==> src/rtl/stsreg_pkg.sv <==
package stsreg_pkg;
  localparam int unsigned STS_MAX_BITS = 7;
  localparam int unsigned STS_RD_W     = STS_MAX_BITS + 1;
endpackage

==> src/rtl/stsreg_hold.sv <==
module stsreg_hold (
  input  logic clk,
  input  logic rst_n,
  input  logic sig_in,
  input  logic clr,
  output logic held
);
  logic held_q;

  // a read clears the bit, but an input that is high on that edge wins
  always_ff @(posedge clk or negedge rst_n) begin
    if (!rst_n)   held_q <= 1'b0;
    else if (clr) held_q <= sig_in;
    else          held_q <= held_q | sig_in;
  end

  assign held = held_q;
endmodule

==> src/rtl/stsreg_mask.sv <==
module stsreg_mask #(
  parameter int unsigned NUM_BITS = 7
) (
  input  logic                clk,
  input  logic                rst_n,
  input  logic                we,
  input  logic [NUM_BITS-1:0] wdata,
  output logic [NUM_BITS-1:0] mask
);
  always_ff @(posedge clk or negedge rst_n) begin
    if (!rst_n)  mask <= '0;
    else if (we) mask <= wdata;
  end
endmodule

==> src/rtl/stsreg_irq.sv <==
module stsreg_irq #(
  parameter int unsigned NUM_BITS = 7
) (
  input  logic [NUM_BITS-1:0] view,
  input  logic [NUM_BITS-1:0] mask,
  output logic                irq
);
  assign irq = |(view & mask);
endmodule

==> src/rtl/maskable_status.sv <==
module maskable_status #(
  parameter int unsigned          NUM_BITS    = 7,
  parameter logic [NUM_BITS-1:0]  STICKY_MODE = 7'b1010101
) (
  input  logic                              clk,
  input  logic                              rst_n,
  input  logic [NUM_BITS-1:0]               stat_in,
  input  logic                              rd_stb,
  output logic [stsreg_pkg::STS_RD_W-1:0]   rd_data,
  input  logic                              mask_we,
  input  logic [NUM_BITS-1:0]               mask_wdata,
  output logic                              irq
);
  localparam int unsigned RD_W  = stsreg_pkg::STS_RD_W;
  localparam int unsigned PAD_W = RD_W - NUM_BITS;

  logic [NUM_BITS-1:0] view;
  logic [NUM_BITS-1:0] mask;

  for (genvar i = 0; i < NUM_BITS; i++) begin : g_slot
    if (STICKY_MODE[i]) begin : g_latch
      stsreg_hold u_hold (
        .clk    (clk),
        .rst_n  (rst_n),
        .sig_in (stat_in[i]),
        .clr    (rd_stb),
        .held   (view[i])
      );
    end else begin : g_live
      assign view[i] = stat_in[i];
    end
  end

  stsreg_mask #(.NUM_BITS(NUM_BITS)) u_mask (
    .clk   (clk),
    .rst_n (rst_n),
    .we    (mask_we),
    .wdata (mask_wdata),
    .mask  (mask)
  );

  stsreg_irq #(.NUM_BITS(NUM_BITS)) u_irq (
    .view (view),
    .mask (mask),
    .irq  (irq)
  );

  assign rd_data = {{PAD_W{1'b0}}, view};
endmodule

==> config.mk <==
export PLATFORM = sky130hd
export DESIGN_NAME = maskable_status
export DESIGN_NICKNAME = d
export VERILOG_FILES = /design/src/rtl/stsreg_pkg.sv /design/src/rtl/stsreg_hold.sv /design/src/rtl/stsreg_mask.sv /design/src/rtl/stsreg_irq.sv /design/src/rtl/maskable_status.sv
export SDC_FILE = /design/constraint.sdc
export NUM_CORES = 1
export LEC_CHECK = 0
export BUFFER_PORTS_ARGS = -buffer_cell sky130_fd_sc_hd__buf_2
export CORE_AREA = 2 2 39 41
export CTS_CLUSTER_DIAMETER = 60
export DETAILED_ROUTE_END_ITERATION = 12
export DIE_AREA = 0 0 41 43
export PLACE_DENSITY = 0.71
export SKIP_CTS_REPAIR_TIMING = 1
export SYNTH_ARGS = -nofsm -noshare
export SYNTH_HDL_FRONTEND = slang
export SYNTH_SLANG_ARGS = --single-unit
==> constraint.sdc <==
create_clock -name clk -period 1 [get_ports clk]
set_input_delay 0.05 -clock clk [delete_from_list [all_inputs] [get_ports clk]]
set_output_delay 0.05 -clock clk [all_outputs]
set_load 0.005 [all_outputs]
Word level (Yosys, flattened, before mapping)

Index checks and enable logic that the tools add are counted.

Reduce and logical (&&, ||, !) cells: 1
Bitwise operators: 5
Muxes and demuxes: 4

Operators by type and width:

| cell             | number |
|---|---|
| $and A7 B7 Y7    | 1 |
| $reduce_or A7 Y1 | 1 |
| $mux W1          | 4 |
| $or A1 B1 Y1     | 4 |

Output and inout port bits: 9
Register bits after elaboration: 11
Word-level logic and storage cells: 15

Depth between registers and ports, before layout

Depth after elaboration: 2
Gate-level depth with buffers: 2
Mapped depth without buffers: 2

By module

A second synthesis with hierarchy kept.

Cells, all modules: 36
Area, all modules: 500.5 um^2

Modules (own cells, without submodules):

| module          | area an instance (um^2) | cells each | seq. area each (um^2) | times used |
|---|---|---|---|---|
| stsreg_mask     | 291.5                   | 15         | 175.2                 | 1 |
| stsreg_hold     | 36.3                    | 3          | 25.0                  | 4 |
| maskable_status | 33.8                    | 5          | 0.0                   | 1 |
| stsreg_irq      | 30.0                    | 4          | 0.0                   | 1 |

Worst setup path after synthesis

OpenSTA, ideal clock, no wires.

Path kind: reg2out
From: register g_slot[4].g_latch.u_hold.held_q
To: output port irq
Path buffers: 0
Data arrival time: 798 ps
Slack: 152 ps
Stages on the path, launching flop included: 3
Path through: dfrtp_1 a222oi_1 nand3_1

Word-level cells in the longest chain between the ends: 2

Ends and longest elaborated chain:

| element                  | RTL line              | RTL |
|---|---|---|
| start: declaration       | stsreg_hold.sv:8      | `logic held_q;` |
| start signal: assignment | stsreg_hold.sv:13     | `else if (clr) held_q <= sig_in;` |
| start signal: assignment | stsreg_hold.sv:14     | `else held_q <= held_q \| sig_in;` |
| $and A7 B7 Y7            | stsreg_irq.sv:8       | `assign irq = \|(view & mask);` |
| $reduce_or A7 Y1         | stsreg_irq.sv:8       |  |
| end: declaration         | maskable_status.sv:12 | `output logic irq` |

No other way between the ends.

Final worst setup path

From: register u_mask.mask[4]
To: output port irq

Word-level cells in the longest chain between the ends: 2

Ends and longest elaborated chain:

| element                  | RTL line          | RTL |
|---|---|---|
| start: declaration       | stsreg_mask.sv:8  | `output logic [NUM_BITS-1:0] mask` |
| start signal: assignment | stsreg_mask.sv:12 | `else if (we) mask <= wdata;` |
| $and A7 B7 Y7            | stsreg_irq.sv:8   |  |
| $reduce_or A7 Y1         | stsreg_irq.sv:8   |  |

No other way between the ends.

==> results_dict.tcl <==
set metrics [dict create \
    cts_root_buffer "clkbuf_4" \
    yosysSeqAreaShare_pct 52.9 \
    routed_wl_mm 1.07 \
    synthXorXnorAreaFrac_pct 0 \
    clock.fmax_mhz 780 \
    die_w_um 41 \
    die_h_um 43 \
    cts_tree "done" \
    ys_seq_elements 11 \
    ys.flop_type "dfrtp_1" \
    muxShareOfSynthArea_pct 20.2 \
    critPathRequiredTime_ns 0.95 \
    timing.rr.end "u_mask.mask[4]" \
    antenna_found_initial 0 \
    synth.net_count 55 \
    seqCellArea_sq_um 275 \
    pwr_density_cell_nw_per_um2 1440 \
    dr.pass1.iters 4 \
    drc 0 \
    worstRegToRegCells 2 \
    area_growth_pct 31.7 \
    vias 372 \
    drt_iter0_drc 4 \
    synth_common_cells "11 x dfrtp_1, 8 x buf_4, 7 x mux2_4" \
    cp-end-kind "output port" \
    fillers 133 \
    hold_class "in2reg" \
    combinationalPowerShare_pct 17.9 \
    viasPerCell 4.65 \
    cts_buffers 3 \
    avgSynthCellArea_sq_um 14.1 \
    cts.path.max_buffers 2 \
    synth_most_common_cell "dfrtp_1" \
    p_leak_uw 0.000361 \
    die-area_sq_um 1760 \
    switching_power_uw 232 \
    path_class "reg2out" \
    crit_path_end "irq" \
    start_util_pct 37.6 \
    worst-path-max-fanout 2 \
    grt_pass1_wl_mm 1.47 \
    switching_share_pct 23.5 \
    core_sq_um 1380 \
    whs_ns 0.0132 \
    grt_overflow_total 0 \
    period_share_pct 128 \
    min_period_ns 1.28 \
    clk_pin_slew_ns 0.07 \
    maxCapViolations 0 \
    seqPwrFrac_pct 51.7 \
    max_stage_delay_ns 0.39 \
    final_nets 83 \
    ys_types 11 \
    setup_viol 1 \
    io_buffers 25 \
    synthArstFlopShare_pct 100 \
    r2r-start "u_mask.mask[4]" \
    grt_max_degree 12 \
    synth_top_family_by_area "multiplexers" \
    status "complete, but fails checks" \
    top_level_ports 27 \
    yosys.area_share.simple_pct 0.962 \
    yosysWarnings 0 \
    pre_cts_ws_ns 0.00717 \
    startpoint "u_mask.mask[4]" \
    critPathArrivalTime_ns 1.23 \
    drive_gt1_share_pct 59.4 \
    synth_edf_count 0 \
    finalHoldViolCount 0 \
    synthesis.instances 37 \
    power_uw 985 \
    synth.area.top_cells "dfrtp_1 53%, mux2_4 20%, buf_4 12%" \
    synth_fa_ha_area_share_pct 0 \
    dp_cells 70 \
    cts_sinks 11 \
    dp_hpwl_um 772 \
    violations "negative setup slack" \
    rsz0062_at_grt "true" \
    critPathLaunchType "register" \
    final_antenna_net_count 0 \
    grt_pass1_vias 335 \
    p_int_uw 754 \
    slowest_stage "dfrtp_1" \
    regToRegSetupSlack_ns 0.10 \
    clk_latency_ns 0.26 \
    wl_per_cell_um 13.3 \
    globalplace.congestion 0.668 \
    n_antenna_cell 0 \
    rows 14 \
    grt_use_total_pct 13.5 \
    syn_area_sq_um 520 \
    final_cells 80 \
    tns_ns -0.282 \
    synth_compound_area_share_pct 10.8 \
    yosysTopAreaCellShare_pct 52.9 \
    synth_largest_area_cell "dfrtp_1" \
    maxSlewViolCount 0 \
    p_clk_share_pct 30.4 \
    fin_ws_ns -0.282 \
    cp_cell_sequence "a222oi_1 -> nand3_1 -> buf_2" \
    cts_max_level 1 \
    multi_input_comb_area_sq_um 170 \
    fin_skew_ns 0 \
    irDropWorstVdd_v 0.000689 \
]
==> routing by layer <==
layer  GRT usage, %  routed length, um  vias to the layer above
li1               -                  -                      177
met1           13.2                421                      181
met2           23.4                584                       12
met3           3.14                 47                        2
met4           8.00                 13                        0
met5              0                  0                        -
==> flip-flops by register name, indices dropped and copies added, names as in the netlist <==
name	count
u_mask.mask	7
g_slot.g_latch.u_hold.held	4
==> logic make-up after synthesis <==
kind of cell,Yosys count
flip-flops,11
AO/OA/AOI/OAI,7
buffers and inverters,10
AND/OR/NAND/NOR,1
multiplexers,7
other,1
==> worst min path at each step <==
stage | from | depth (start not counted) | endpoint
after floorplan | rst_n | 0 | g_slot[0].g_latch.u_hold.held
after global placement | rst_n | 1 | u_mask.mask[0]
after detailed placement | rst_n | 1 | u_mask.mask[4]
after CTS | rst_n | 1 | u_mask.mask[4]
after global routing | mask_wdata[5] | 2 | u_mask.mask[5]
final | mask_wdata[2] | 2 | u_mask.mask[2]
==> layout by cell type (no fill, tap or decap) <==
master and instances:
dlygate4sd3_1 5, conb_1 1, nand3_1 1, clkbuf_4 3
a21o_1 3, buf_2 25, dfrtp_1 11, inv_1 1
clkbuf_1 1, a22oi_1 2, a21o_2 1, buf_4 2
mux2_4 7, a222oi_1 1
==> worst max-delay path: cells and delay by family (launching register included) <==
kind	cells	cell delay, ns
AO/OA/AOI/OAI	1	0.33
buffers and inverters	1	0.14
flip-flops	1	0.39
AND/OR/NAND/NOR	1	0.11
==> through the flow <==
| step | cell area, sq um | util [%] |
|---|---|---|
| 2_1_floorplan | 520 | - |
| 3_3_place_gp | 602 | 43.5 |
| 3_5_place_dp | 602 | 43.5 |
| 4_1_cts | 628 | 45.4 |
| 5_1_grt | 686 | 49.5 |
| 6_report | 686 | 49.5 |
==> cell type report <==
type	count	area share, %
Tap cell	16	2.92
Multi-Input combinational cell	16	24.8
Clock buffer	4	3.83
Sequential cell	11	40.1
Timing Repair Buffer	32	27.7
Inverter	1	0.547
==> power groups by stage <==
stage	registers, uW	logic [uW]	clock network, uW
floorplan	510	111	0
finish	510	176	299
CTS	511	158	315
detailed placement	519	155	0
global placement	516	152	0
global route	513	193	329
Note: power is estimated with default switching activity, not from simulation.
